File: src/rtl/scanline_irq_pkg.sv
package scanline_irq_pkg;
  typedef struct packed {
    logic set_latch;
    logic req_reload;
    logic irq_off;
    logic irq_on;
  } ctl_cmd_t;

  function automatic ctl_cmd_t decode_wr(input logic we, input logic [15:0] addr);
    ctl_cmd_t c;
    c = '0;
    if (we && addr[15:13] == 3'b110) begin
      c.set_latch  = ~addr[0];
      c.req_reload = addr[0];
    end
    if (we && addr[15:13] == 3'b111) begin
      c.irq_off = ~addr[0];
      c.irq_on  = addr[0];
    end
    return c;
  endfunction
endpackage

File: src/rtl/a12_edge_filter.sv
module a12_edge_filter #(
  parameter int SYNC_STAGES = 2,
  parameter int LOW_MIN     = 8
) (
  input  logic clk_i,
  input  logic rst_ni,
  input  logic a12_i,
  output logic edge_o
);
  localparam int LW = $clog2(LOW_MIN + 1);

  logic [SYNC_STAGES-1:0] sync_q;
  logic                   a12_q, a12_prev_q;
  logic [LW-1:0]          low_cnt_q;

  assign a12_q = sync_q[SYNC_STAGES-1];

  always_ff @(posedge clk_i or negedge rst_ni) begin
    if (!rst_ni) begin
      sync_q     <= '0;
      a12_prev_q <= 1'b0;
      low_cnt_q  <= '0;
    end else begin
      sync_q     <= {sync_q[SYNC_STAGES-2:0], a12_i};
      a12_prev_q <= a12_q;
      if (a12_q)                       low_cnt_q <= '0;
      else if (low_cnt_q != LW'(LOW_MIN)) low_cnt_q <= low_cnt_q + 1'b1;
    end
  end

  // qualified rise: line held low long enough beforehand
  assign edge_o = a12_q & ~a12_prev_q & (low_cnt_q == LW'(LOW_MIN));

  assert_single_pulse_R8: assert property (@(posedge clk_i) disable iff (!rst_ni)
    edge_o |=> !edge_o);
  assert_edge_after_low_R8: assert property (@(posedge clk_i) disable iff (!rst_ni)
    edge_o |=> a12_prev_q);
endmodule

File: src/rtl/line_counter.sv
module line_counter #(
  parameter int CNT_W = 8
) (
  input  logic             clk_i,
  input  logic             rst_ni,
  input  logic             tick_i,
  input  logic             latch_we_i,
  input  logic [CNT_W-1:0] latch_d_i,
  input  logic             reload_req_i,
  output logic             hit_o
);
  logic [CNT_W-1:0] cnt_q, latch_q, cnt_d;
  logic             reload_pend_q;

  always_comb begin
    cnt_d = cnt_q;
    if (tick_i) cnt_d = (cnt_q == '0 || reload_pend_q) ? latch_q : cnt_q - 1'b1;
  end

  assign hit_o = tick_i && (cnt_d == '0);

  always_ff @(posedge clk_i or negedge rst_ni) begin
    if (!rst_ni) begin
      cnt_q         <= '0;
      latch_q       <= '0;
      reload_pend_q <= 1'b0;
    end else begin
      cnt_q <= cnt_d;
      if (latch_we_i)        latch_q <= latch_d_i;
      if (reload_req_i)      reload_pend_q <= 1'b1;
      else if (tick_i)       reload_pend_q <= 1'b0;
    end
  end

  assert_latch_write_R2: assert property (@(posedge clk_i) disable iff (!rst_ni)
    latch_we_i |=> latch_q == $past(latch_d_i));
  assert_decrement_R3: assert property (@(posedge clk_i) disable iff (!rst_ni)
    (tick_i && !reload_pend_q && cnt_q != '0) |=> cnt_q == $past(cnt_q) - 1'b1);
  assert_hold_R3: assert property (@(posedge clk_i) disable iff (!rst_ni)
    !tick_i |=> $stable(cnt_q));
  assert_forced_load_R7: assert property (@(posedge clk_i) disable iff (!rst_ni)
    (tick_i && reload_pend_q) |=> cnt_q == $past(latch_q));
endmodule

File: src/rtl/irq_ctrl.sv
module irq_ctrl (
  input  logic clk_i,
  input  logic rst_ni,
  input  logic hit_i,
  input  logic irq_on_i,
  input  logic irq_off_i,
  output logic irq_no
);
  logic enable_q, pend_q;

  always_ff @(posedge clk_i or negedge rst_ni) begin
    if (!rst_ni) begin
      enable_q <= 1'b0;
      pend_q   <= 1'b0;
    end else if (irq_off_i) begin
      enable_q <= 1'b0;
      pend_q   <= 1'b0;
    end else begin
      if (irq_on_i)          enable_q <= 1'b1;
      if (hit_i && enable_q) pend_q   <= 1'b1;
    end
  end

  assign irq_no = ~pend_q;

  assert_ack_releases_R6: assert property (@(posedge clk_i) disable iff (!rst_ni)
    irq_off_i |=> irq_no);
  assert_held_R9: assert property (@(posedge clk_i) disable iff (!rst_ni)
    (!irq_no && !irq_off_i) |=> !irq_no);
  assert_disabled_quiet_R5: assert property (@(posedge clk_i) disable iff (!rst_ni)
    (!enable_q && irq_no) |=> irq_no);
endmodule

File: src/rtl/scanline_irq.sv
module scanline_irq #(
  parameter int CNT_W       = 8,
  parameter int LOW_MIN     = 8,
  parameter int SYNC_STAGES = 2
) (
  input  logic             clk_i,
  input  logic             rst_ni,
  input  logic             wr_en_i,
  input  logic [15:0]      wr_addr_i,
  input  logic [CNT_W-1:0] wr_data_i,
  input  logic             ppu_a12_i,
  output logic             irq_no
);
  import scanline_irq_pkg::*;

  ctl_cmd_t cmd;
  logic     tick, hit;

  assign cmd = decode_wr(wr_en_i, wr_addr_i);

  a12_edge_filter #(.SYNC_STAGES(SYNC_STAGES), .LOW_MIN(LOW_MIN)) u_filter (
    .clk_i(clk_i), .rst_ni(rst_ni), .a12_i(ppu_a12_i), .edge_o(tick));

  line_counter #(.CNT_W(CNT_W)) u_counter (
    .clk_i(clk_i), .rst_ni(rst_ni), .tick_i(tick),
    .latch_we_i(cmd.set_latch), .latch_d_i(wr_data_i),
    .reload_req_i(cmd.req_reload), .hit_o(hit));

  irq_ctrl u_irq (
    .clk_i(clk_i), .rst_ni(rst_ni), .hit_i(hit),
    .irq_on_i(cmd.irq_on), .irq_off_i(cmd.irq_off), .irq_no(irq_no));

  assert_low_addr_ignored_R10: assert property (@(posedge clk_i) disable iff (!rst_ni)
    (wr_en_i && wr_addr_i[15:14] != 2'b11) |-> cmd == '0);
endmodule

File: config.mk
export PLATFORM = sky130hd
export DESIGN_NAME = scanline_irq
export DESIGN_NICKNAME = d
export VERILOG_FILES = /design/src/rtl/scanline_irq_pkg.sv /design/src/rtl/a12_edge_filter.sv /design/src/rtl/line_counter.sv /design/src/rtl/irq_ctrl.sv /design/src/rtl/scanline_irq.sv
export SDC_FILE = /design/constraint.sdc
export NUM_CORES = 1
export LEC_CHECK = 0
export ABC_CLOCK_PERIOD_IN_PS = 3300
export CAP_MARGIN = 20
export CORE_MARGIN = 3
export CORE_UTILIZATION = 40
export CTS_CLUSTER_DIAMETER = 150
export CTS_CLUSTER_SIZE = 20
export DETAILED_ROUTE_END_ITERATION = 6
export PLACE_DENSITY = 0.66
export SYNTH_ARGS = -nofsm -noshare
export SYNTH_HDL_FRONTEND = slang
export SYNTH_SLANG_ARGS = --single-unit
File: constraint.sdc
create_clock -name clk_i -period 3.3 [get_ports clk_i]
set_input_delay 0.66 -clock clk_i [delete_from_list [all_inputs] [get_ports clk_i]]
set_output_delay 0.66 -clock clk_i [all_outputs]
set_load 0.02 [all_outputs]
==> results.yml <==
critical_path:
  reg2reg_depth: 8
  cp-start-kind: "flip-flop"
  required_ps: 3540
  worstReg2RegEnd: "u_irq.pend_q"
  criticalPathCategory: "flip-flop to flip-flop"
  end_kind: "flip-flop"
  worst-path-max-fanout: 12
  worst-r2r-setup-slack_ps: 630
  worstPathArrival_ps: 2920
  reg2reg_from: "u_filter.low_cnt_q[0]"
final_layout:
  diodes: 0
  num-nets-final: 178
  area_growth_syn_to_layout_pct: 17.81
  layout-drive-gt1-share_pct: 15.17
  instances_no_fill: 189
  post-route-util_pct: 50.91
clock_network:
  cts_root_buf: "clkbuf_4"
  cts_buffer_depth: 2
  cts_buffers: 3
  clock_sink_count: 26
  clkTransAtPathRegs_ps: 150
  post_cts_resized: 0
  clk_latency_ps: 320
  cts_setup_buffers: 0
  cts_tree: "done"
  htreeDepth: 1
  cts_hold_buf: 0
floorplan:
  die_area_mm2: 0.004143
  start_util_pct: 43.21
  dieHeight_um: 64.37
  row_count: 20
  die_w_um: 64.37
  num_io_pins: 29
  core_area_mm2: 0.003153
pwr:
  switching_power_uw: 180.7
  combPwrFrac_pct: 16.3
  switching_share_pct: 24.94
  power_frac_clock_pct: 30.2
  leakage_uw: 0.0006701
  ir_drop_mv: 0.2622
  power-per-cell-area_mw_per_mm2: 451.3
  p_int_uw: 543.8
  seqPwrFrac_pct: 53.5
synthesis:
  ys_seq_area_share_pct: 47.75
  synth_area_mm2: 0.001363
  synthCells: 127
  synth_edf_count: 0
  synth-main-ff-cell: "dfrtp_1"
  ys_types: 42
  syn-num-nets: 159
  ys_ff_latch: 26
  synthArstFlopShare_pct: 100.0
  synth_area_per_cell_um2: 10.73
  yosysWarnings: 0
sta:
  fin_skew_ps: 10.82
  finalSetupTns_ps: 0
  max_freq_ghz: 0.3742
  worstMarginPinSlew_ps: 578.4
  hold_viol: 0
  setup_violations: 0
  fin_crit_sh_pct: 80.98
  fin_crit_ps: 2673
  rsz0062_at_grt: "no"
  max_slew_margin_pct: 61.12
  drv_slew: 0
routing:
  met1_length_um: 1329
  drt-total-wl_um: 2710
  drtPass1Iterations: 4
  viasPerCell: 5.413
  first_iter_violations: 19
  wl_per_cell_um: 14.34
  antenna_left: 0
  vias: 1023
  dr_wl_met2_um: 1273
  top_layer_used: "met4"
  wl_met3_um: 78
  drc: 0
place:
  dp_hpwl_um: 2045
  numPortBuffers: 16
  place_congestion: 0.8248
  placed_cells: 185
global_routing:
  grt_max_degree: 27
  grt_pass1_vias: 1077
  track_usage_pct: 14.70
  antenna_found_initial: 0
  grt_pass1_wl_um: 4871
  gr-total-overflow: 0
run_status:
  outcome: "finished clean"
hold_path:
  min_from: "u_filter.sync_q[0]"
  whs_path_depth: 0
  min-delay-path-class: "flip-flop to flip-flop"
  min_to: "u_filter.sync_q[1]"
run:
  maxCapViolations: 0
-- through the flow --
step	hold WS [ps]	setup slack, ps	instance area, um2	power [uW]
final	378.8	627.5	1605	724.5
after detailed placement	349.8	639.7	1553	512.8
after floorplan	331.2	914.4	1363	465.0
after global placement	344.0	731.0	1553	505.8
after CTS	384.2	617.3	1605	730.6
after global routing	385.7	435.9	1605	766.5
-- routing by layer --
layer  vias to the layer above  GRT usage [%]
met5                         -              0
met4                         0          3.166
met3                         4          2.988
met2                        14          24.74
met1                       513          19.51
li1                        492              -
-- how the worst max path moves through the flow --
stage                               start            to  slack, ps  cells after the start
floorplan           u_filter.low_cnt_q[0]  u_irq.pend_q        910                     10
global placement    u_filter.low_cnt_q[0]  u_irq.pend_q        730                      8
detailed placement  u_filter.low_cnt_q[0]  u_irq.pend_q        640                      8
CTS                 u_filter.low_cnt_q[0]  u_irq.pend_q        620                      8
global route        u_filter.low_cnt_q[0]  u_irq.pend_q        440                      8
finish              u_filter.low_cnt_q[0]  u_irq.pend_q        630                      8
-- final cells by class --
cell class                      instances  area (um2)
Timing Repair Buffer                   18       175.2
Clock inverter                          1       30.03
Inverter                                7       26.28
Fill cell                             305        1548
Clock buffer                            3       22.52
Multi-Input combinational cell         90       645.6
Tap cell                               44       55.05
Sequential cell                        26       650.6
-- kinds of logic after synthesis --
kind of cell	after synthesis	share of synthesized area, %
AOI/OAI and AO/OA	32	16.07
muxes	13	10.38
adders and majority gates	4	3.673
xor gates and xnor gates	3	1.929
and+or+nand+nor	38	15.34
buffers and inverters	11	4.867
DFF	26	47.75
-- cell usage after synthesis, types with 2 or more instances --
cell type / count / area (um2)
o211ai_1: 2 / 15.01
nand3_1: 2 / 10.01
o21bai_1: 2 / 15.01
nor3_1: 4 / 20.02
ha_1: 4 / 50.05
buf_6: 2 / 22.52
o21a_1: 3 / 22.52
mux2_2: 9 / 101.4
nand2_1: 8 / 30.03
dfrtp_1: 26 / 650.6
xnor2_1: 2 / 17.52
nand4_1: 2 / 12.51
mux2i_1: 4 / 40.04
inv_1: 7 / 26.28
o21ai_0: 9 / 45.04
nor2_1: 11 / 41.29
a21oi_1: 5 / 25.02
-- worst max-delay path: stages, from the launching register on --
cell and delay (ps):
dfrtp_1 420, inv_1 90, ha_1 170, and3b_1 280, nand3b_1 350, o21a_1 290
a211o_1 230, or4_1 550, o31ai_2 200
-- power by group through the flow --
stage | registers, uW | clock network [uW] | logic (uW)
global route | 395 | 239 | 133
floorplan | 377 | 0 | 87.8
global placement | 392 | 0 | 114
CTS | 388 | 223 | 119
detailed placement | 394 | 0 | 118
finish | 388 | 219 | 118
-- cell usage in the layout (no fill, tap or decap), drive strengths merged, types with 6 or more instances in the layout --
cell type      Yosys  final
inv                7      7
nand2              8      8
a21oi              6      6
clkdlybuf4s50      0     16
o21ai              9      9
mux2               9      9
dfrtp             26     26
nor2              11     11
-- registers in the layout, indices dropped and copies added, names as in the netlist --
signal,cells
u_counter.reload_pend_q,1
u_counter.latch_q,8
u_counter.cnt_q,8
u_filter.low_cnt_q,4
u_filter.a12_prev_q,1
u_irq.enable_q,1
u_irq.pend_q,1
u_filter.sync_q,2
(Power assumes the default switching activity.)
